`src/rtl/lpm_clk_pkg.sv`:
```
package lpm_clk_pkg;
  timeunit 1ns;
  timeprecision 1ps;

  // Power mode of the controller.
  typedef enum logic [1:0] {
    MD_RUN   = 2'd0,
    MD_WAIT  = 2'd1,
    MD_STOP  = 2'd2,
    MD_RECOV = 2'd3
  } lpm_mode_e;
endpackage

```
`src/rtl/lpm_rst_sync.sv`:
```
module lpm_rst_sync (
  input  logic clk,
  input  logic arst_n,
  output logic srst_n
);
  timeunit 1ns;
  timeprecision 1ps;

  logic [1:0] sync_q;

  // Assert asynchronously, release after two clock edges.
  always_ff @(posedge clk or negedge arst_n) begin
    if (!arst_n) sync_q <= 2'b00;
    else         sync_q <= {sync_q[0], 1'b1};
  end

  assign srst_n = sync_q[1];
endmodule

```
`src/rtl/lpm_spd_reg.sv`:
```
module lpm_spd_reg #(
  parameter int unsigned AW       = 8,
  parameter int unsigned SPD_ADDR = 'h21
) (
  input  logic          clk,
  input  logic          rst_n,
  input  logic          wr_en,
  input  logic [AW-1:0] wr_addr,
  input  logic          wr_spd,
  input  logic          clr,
  output logic          spd
);
  timeunit 1ns;
  timeprecision 1ps;

  localparam logic [AW-1:0] MATCH = AW'(SPD_ADDR);

  logic spd_q, spd_d, hit;

  assign hit = wr_en && (wr_addr == MATCH);

  // A reset wake-up clears the setting and wins over a write in the same cycle.
  always_comb begin
    spd_d = spd_q;
    if (clr)      spd_d = 1'b0;
    else if (hit) spd_d = wr_spd;
  end

  always_ff @(posedge clk or negedge rst_n) begin
    if (!rst_n) spd_q <= 1'b0;
    else        spd_q <= spd_d;
  end

  assign spd = spd_q;
endmodule

```
`src/rtl/lpm_clk_div.sv`:
```
module lpm_clk_div #(
  parameter int unsigned FAST_DIV = 5,
  parameter int unsigned SLOW_DIV = 40
) (
  input  logic clk,
  input  logic rst_n,
  input  logic osc_tick,
  input  logic hold,
  input  logic want_slow,
  output logic tick_int,
  output logic act_slow
);
  timeunit 1ns;
  timeprecision 1ps;

  localparam int unsigned CW = (SLOW_DIV > 1) ? $clog2(SLOW_DIV) : 1;
  localparam logic [CW-1:0] FAST_LIM = CW'(FAST_DIV - 1);
  localparam logic [CW-1:0] SLOW_LIM = CW'(SLOW_DIV - 1);

  logic [CW-1:0] cnt_q, cnt_d, lim;
  logic          slow_q, slow_d;

  assign lim      = slow_q ? SLOW_LIM : FAST_LIM;
  assign tick_int = osc_tick && !hold && (cnt_q == lim);

  // The ratio is reloaded only when a period completes.
  always_comb begin
    cnt_d  = cnt_q;
    slow_d = slow_q;
    if (hold) begin
      cnt_d  = '0;
      slow_d = 1'b1;
    end else if (tick_int) begin
      cnt_d  = '0;
      slow_d = want_slow;
    end else if (osc_tick) begin
      cnt_d  = cnt_q + 1'b1;
    end
  end

  always_ff @(posedge clk or negedge rst_n) begin
    if (!rst_n) begin
      cnt_q  <= '0;
      slow_q <= 1'b0;
    end else begin
      cnt_q  <= cnt_d;
      slow_q <= slow_d;
    end
  end

  assign act_slow = slow_q;
endmodule

```
`src/rtl/lpm_pwr_fsm.sv`:
```
module lpm_pwr_fsm
  import lpm_clk_pkg::*;
#(
  parameter int unsigned RECOV_CYC = 4064
) (
  input  logic      clk,
  input  logic      rst_n,
  input  logic      wait_req,
  input  logic      stop_req,
  input  logic      irq_wake,
  input  logic      tmr_wake,
  input  logic      tmr_wake_en,
  input  logic      rst_wake,
  input  logic      tick_int,
  output lpm_mode_e mode,
  output lpm_mode_e mode_nxt,
  output logic      spd_clr,
  output logic      imask_clr,
  output logic      recov_done
);
  timeunit 1ns;
  timeprecision 1ps;

  localparam int unsigned RCW = $clog2(RECOV_CYC + 1);
  localparam logic [RCW-1:0] RLAST = RCW'(RECOV_CYC - 1);

  lpm_mode_e      mode_q, mode_d;
  logic [RCW-1:0] rcnt_q, rcnt_d;
  logic           imask_q, imask_d;
  logic           rec_last, int_wake;

  assign int_wake = irq_wake || (tmr_wake && tmr_wake_en);
  assign rec_last = (mode_q == MD_RECOV) && tick_int && (rcnt_q == RLAST);

  always_comb begin
    mode_d  = mode_q;
    spd_clr = 1'b0;
    unique case (mode_q)
      MD_RUN: begin
        if (stop_req)      mode_d = MD_STOP;
        else if (wait_req) mode_d = MD_WAIT;
      end
      MD_WAIT: begin
        if (rst_wake) begin
          mode_d  = MD_RUN;
          spd_clr = 1'b1;
        end else if (int_wake) begin
          mode_d  = MD_RUN;
        end
      end
      MD_STOP: begin
        if (rst_wake) begin
          mode_d  = MD_RECOV;
          spd_clr = 1'b1;
        end else if (irq_wake) begin
          mode_d  = MD_RECOV;
        end
      end
      MD_RECOV: begin
        if (rec_last) mode_d = MD_RUN;
      end
      default: mode_d = MD_RUN;
    endcase
  end

  // Recovery delay counted in slow-rate CPU cycles.
  always_comb begin
    rcnt_d = rcnt_q;
    if (mode_q != MD_RECOV)  rcnt_d = '0;
    else if (rec_last)       rcnt_d = '0;
    else if (tick_int)       rcnt_d = rcnt_q + 1'b1;
  end

  assign imask_d = (mode_q == MD_RUN) && (mode_d == MD_WAIT);

  always_ff @(posedge clk or negedge rst_n) begin
    if (!rst_n) begin
      mode_q  <= MD_RUN;
      rcnt_q  <= '0;
      imask_q <= 1'b0;
    end else begin
      mode_q  <= mode_d;
      rcnt_q  <= rcnt_d;
      imask_q <= imask_d;
    end
  end

  assign mode       = mode_q;
  assign mode_nxt   = mode_d;
  assign imask_clr  = imask_q;
  assign recov_done = rec_last;
endmodule

```
`src/rtl/lpm_clk_ctrl.sv`:
```
module lpm_clk_ctrl
  import lpm_clk_pkg::*;
#(
  parameter int unsigned AW        = 8,
  parameter int unsigned SPD_ADDR  = 'h21,
  parameter int unsigned FAST_DIV  = 5,
  parameter int unsigned SLOW_MUL  = 8,
  parameter int unsigned RECOV_CYC = 4064
) (
  input  logic          clk,
  input  logic          rst_n,
  input  logic          osc_tick,
  input  logic          wait_req,
  input  logic          stop_req,
  input  logic          irq_wake,
  input  logic          tmr_wake,
  input  logic          tmr_wake_en,
  input  logic          rst_wake,
  input  logic          wr_en,
  input  logic [AW-1:0] wr_addr,
  input  logic          wr_spd,
  output logic          cpu_ce,
  output logic          imask_clr,
  output logic          recov_done
);
  timeunit 1ns;
  timeprecision 1ps;

  localparam int unsigned SLOW_DIV = FAST_DIV * SLOW_MUL;

  logic      srst_n;
  logic      spd_q, spd_clr;
  logic      tick_int, act_slow, want_slow, div_hold;
  lpm_mode_e mode, mode_nxt;

  lpm_rst_sync u_rst (
    .clk    (clk),
    .arst_n (rst_n),
    .srst_n (srst_n)
  );

  lpm_spd_reg #(.AW(AW), .SPD_ADDR(SPD_ADDR)) u_spd (
    .clk     (clk),
    .rst_n   (srst_n),
    .wr_en   (wr_en),
    .wr_addr (wr_addr),
    .wr_spd  (wr_spd),
    .clr     (spd_clr),
    .spd     (spd_q)
  );

  lpm_pwr_fsm #(.RECOV_CYC(RECOV_CYC)) u_fsm (
    .clk         (clk),
    .rst_n       (srst_n),
    .wait_req    (wait_req),
    .stop_req    (stop_req),
    .irq_wake    (irq_wake),
    .tmr_wake    (tmr_wake),
    .tmr_wake_en (tmr_wake_en),
    .rst_wake    (rst_wake),
    .tick_int    (tick_int),
    .mode        (mode),
    .mode_nxt    (mode_nxt),
    .spd_clr     (spd_clr),
    .imask_clr   (imask_clr),
    .recov_done  (recov_done)
  );

  // Rate request follows the mode being entered; the held setting is used in run.
  assign want_slow = (mode_nxt == MD_WAIT) || (mode_nxt == MD_RECOV) || spd_q;
  assign div_hold  = (mode == MD_STOP);

  lpm_clk_div #(.FAST_DIV(FAST_DIV), .SLOW_DIV(SLOW_DIV)) u_div (
    .clk       (clk),
    .rst_n     (srst_n),
    .osc_tick  (osc_tick),
    .hold      (div_hold),
    .want_slow (want_slow),
    .tick_int  (tick_int),
    .act_slow  (act_slow)
  );

  assign cpu_ce = tick_int && ((mode == MD_RUN) || (mode == MD_WAIT));
endmodule

```
`config.mk`:
```
export PLATFORM = sky130hd
export DESIGN_NAME = lpm_clk_ctrl
export DESIGN_NICKNAME = d
export VERILOG_FILES = /design/src/rtl/lpm_clk_pkg.sv /design/src/rtl/lpm_rst_sync.sv /design/src/rtl/lpm_spd_reg.sv /design/src/rtl/lpm_clk_div.sv /design/src/rtl/lpm_pwr_fsm.sv /design/src/rtl/lpm_clk_ctrl.sv
export SDC_FILE = /design/constraint.sdc
export NUM_CORES = 1
export LEC_CHECK = 0
export BUFFER_PORTS_ARGS = -buffer_cell sky130_fd_sc_hd__buf_2
export CORE_UTILIZATION = 60
export CTS_CLUSTER_SIZE = 20
export DETAILED_ROUTE_END_ITERATION = 8
export GPL_ROUTABILITY_DRIVEN = 0
export PLACE_DENSITY_LB_ADDON = 0.12
export SKIP_LAST_GASP = 1
export SYNTH_ARGS = -nofsm -noshare
export SYNTH_HDL_FRONTEND = slang
export SYNTH_SLANG_ARGS = --single-unit
```
`constraint.sdc`:
```
create_clock -name clk -period 5.86 [get_ports clk]
set_clock_uncertainty 0.15 [all_clocks]
set_input_delay 1.172 -clock clk [delete_from_list [all_inputs] [get_ports clk]]
set_output_delay 1.172 -clock clk [all_outputs]
set_load 0.005 [all_outputs]
```
==> results.yml <==
status:
  status: "finished, final reports clean"
synth:
  syn_inst: 166
  ys_types: 41
  ys_seq_elements: 25
  synth_edf_count: 0
  synth_area_leaders: "dfrtp_1, nand2_1, a21oi_1"
  synthArstFlopShare_pct: 100
  synth_common_cells: "dfrtp_1, nand2_1, a21oi_1"
  syn_area_sq_um: 1480
  synth_ff_type: "dfrtp_1"
  yosys_warnings: 0
  yosys.cell_count.top_type: "dfrtp_1"
  synth.avg_cell_area_sq_um: 8.94
  seq_area_frac_synth_pct: 42.2
  synth_nets: 191
  yosysTopAreaCell: "dfrtp_1"
  synth_top_area_share_pct: 42.2
setup_path:
  arrival_ps: 2440
  rr_endpoint: "u_fsm.rcnt_q[11]"
  r2r-start: "u_fsm.mode[0]"
  endpoint_kind: "primary output"
  r2r_slack_ps: 3120
  cp-start-kind: "register"
  path_max_fanout: 25
  crit_required_ps: 4540
  reg2regPathDepth: 6
  timing_worst_setup_path_type: "reg2out"
floorplan:
  dieArea_sq_um: 2680
  die_h_um: 51.7
  rows: 17
  core_area_sq_um: 2280
  initial_core_util_pct: 65.2
  die_w_um: 51.7
  ios: 22
cells_and_area:
  fillers: 180
  multi_input_area_sq_um: 807
  fin_util_pct: 71.1
  n_antenna_cell: 0
  drive_above_1_share_pct: 14.8
  regArea_sq_um: 626
  nets: 209
  final_area_sq_um: 1620
  area_growth_syn_to_layout_pct: 9.02
timing:
  min_period_over_period_pct: 64.2
  setup_violations: 0
  finalWorstSetupSlack_ps: 2100
  worstMarginPinSlew_ps: 927
  fin_crit_ps: 3760
  max_freq_ghz: 0.266
  rsz0062_at_grt: "false"
  finalHoldViolCount: 0
  finalMaxSlewViolations: 0
  fin_tns_setup_ps: 0
  max_slew_margin_pct: 38.2
clock_network:
  numClockSinks: 25
  cts.reportedPaths.clkPinSlew_ps: 140
  numCtsBuffers: 3
  post_cts_buffers: 0
  cts_hold_buf: 0
  cts-root-buf: "clkbuf_4"
  cts-resized-gates: 0
  cts.path.max_buffers: 2
  tritoncts: "built"
  h-tree-depth: 1
  clock_latency_ps: 320
routing:
  viasPerCell: 6.19
  ant_nets: 0
  vias: 1307
  wire_per_inst_um: 15.3
  wl_um: 3230
  drtIter0Drc: 40
  firstDrtPassIters: 4
  drc: 0
power_and_ir_drop:
  p_switching_uw: 165
  combPwrFrac_pct: 34.0
  seq_power_share_pct: 48.8
  clockPowerShare_pct: 17.2
  vdd_ir_drop_max_uv: 207
  power_density_nw_per_um2: 274
  p_leak_nw: 0.690
  p_sw_share_pct: 37.2
  internal-power_uw: 279
global_routing:
  grt_max_degree: 26
  grt_pass1_vias: 1231
  grt_use_total_pct: 28.0
  gr-total-overflow: 0
  antenna_found_initial: 0
  grt_pass1_wl_um: 5610
place:
  detailed_place_hpwl_um: 2350
  place_worst_setup_slack_ps: 2420
  port_buffers: 21
  place_area_sq_um: 1590
worst_hold_path:
  hp-start: "u_rst.sync_q[0]"
  hp-class: "reg2reg"
  min_to: "u_rst.sync_q[1]"
  hold_path_depth: 0
flow_run:
  maxCapViolations: 0
layout by cell type, fill, tap and decap left out, types with 2 or more instances in the layout:
cell type and instances:
a211oi_1 3, nand4b_1 2, or3_1 2, buf_2 21
dfrtp_1 25, and4_1 3, o32ai_1 2, xor2_1 3
nor2b_1 2, nand3b_1 2, o21ai_0 10, or4_1 4
nand2_1 21, nor2_1 12, a21oi_1 15, o211ai_1 2
ha_1 6, inv_1 4, nand3_1 8, nand2b_1 5
clkbuf_4 3, a31oi_1 4, nand4_1 4, and3_1 2
sequential cells by signal, indices dropped and copies added (netlist names):
name             flops
u_rst.sync_q         2
u_fsm.rcnt_q        12
u_fsm.mode           2
u_spd.spd            1
u_fsm.imask_clr      1
u_div.act_slow       1
u_div.cnt_q          6
how the worst max path moves through the flow:
stage / startpoint / end / cells past startpoint
6_report: u_fsm.mode[0] / recov_done / 6
5_1_grt: u_fsm.mode[0] / recov_done / 6
4_1_cts: u_fsm.mode[0] / recov_done / 6
3_5_place_dp: osc_tick / recov_done / 4
3_3_place_gp: osc_tick / recov_done / 4
2_1_floorplan: osc_tick / recov_done / 5
layout make-up:
| cell class | instances | share of cell area (%) |
|---|---|---|
| multi-input combinational | 128 | 49.9 |
| sequential | 25 | 38.7 |
| timing repair buffer | 21 | 6.50 |
| tap | 28 | 2.17 |
| clock buffer | 4 | 1.62 |
| inverter | 5 | 1.16 |
cell families after synthesis:
logic type               share of synthesized area, %
AO/OA/AOI/OAI                                    17.5
XOR/XNOR                                         2.36
adder cells (fa/ha/maj)                          5.06
buffers and inverters                            3.46
flip-flops                                       42.2
multiplexers                                    0.675
other                                           0.253
AND/OR/NAND/NOR                                  28.5
power by group through the flow:
stage	Clock (mW)	Sequential, mW	Combinational [mW]
floorplan	0	0.213	0.115
global placement	0	0.217	0.144
detailed placement	0	0.219	0.149
CTS	0.0792	0.216	0.149
global route	0.0865	0.220	0.171
finish	0.0764	0.217	0.151
per-stage QoR:
stage / power (mW) / hold slack (ps) / instances
after detailed placement: 0.368 / 192 / 207
after global routing: 0.478 / 236 / 211
after floorplan: 0.328 / 144 / 166
final: 0.444 / 229 / 211
after CTS: 0.444 / 232 / 211
after global placement: 0.360 / 194 / 207
critical path, stage by stage, from the launching register on:
cell      delay [ps]
dfrtp_1          500
inv_1            120
ha_1             360
nor4b_4          310
o211ai_2         430
nor3_1           250
buf_2            150
metal layers:
metal,global-route usage (%),vias up,share of wire [%]
met1,37.5,615,45
met5,0,-,0
met2,46.8,42,50
met3,3.51,9,3.7
met4,9.46,0,2.0
li1,-,641,-
Note: power is estimated with default switching activity, not from simulation.
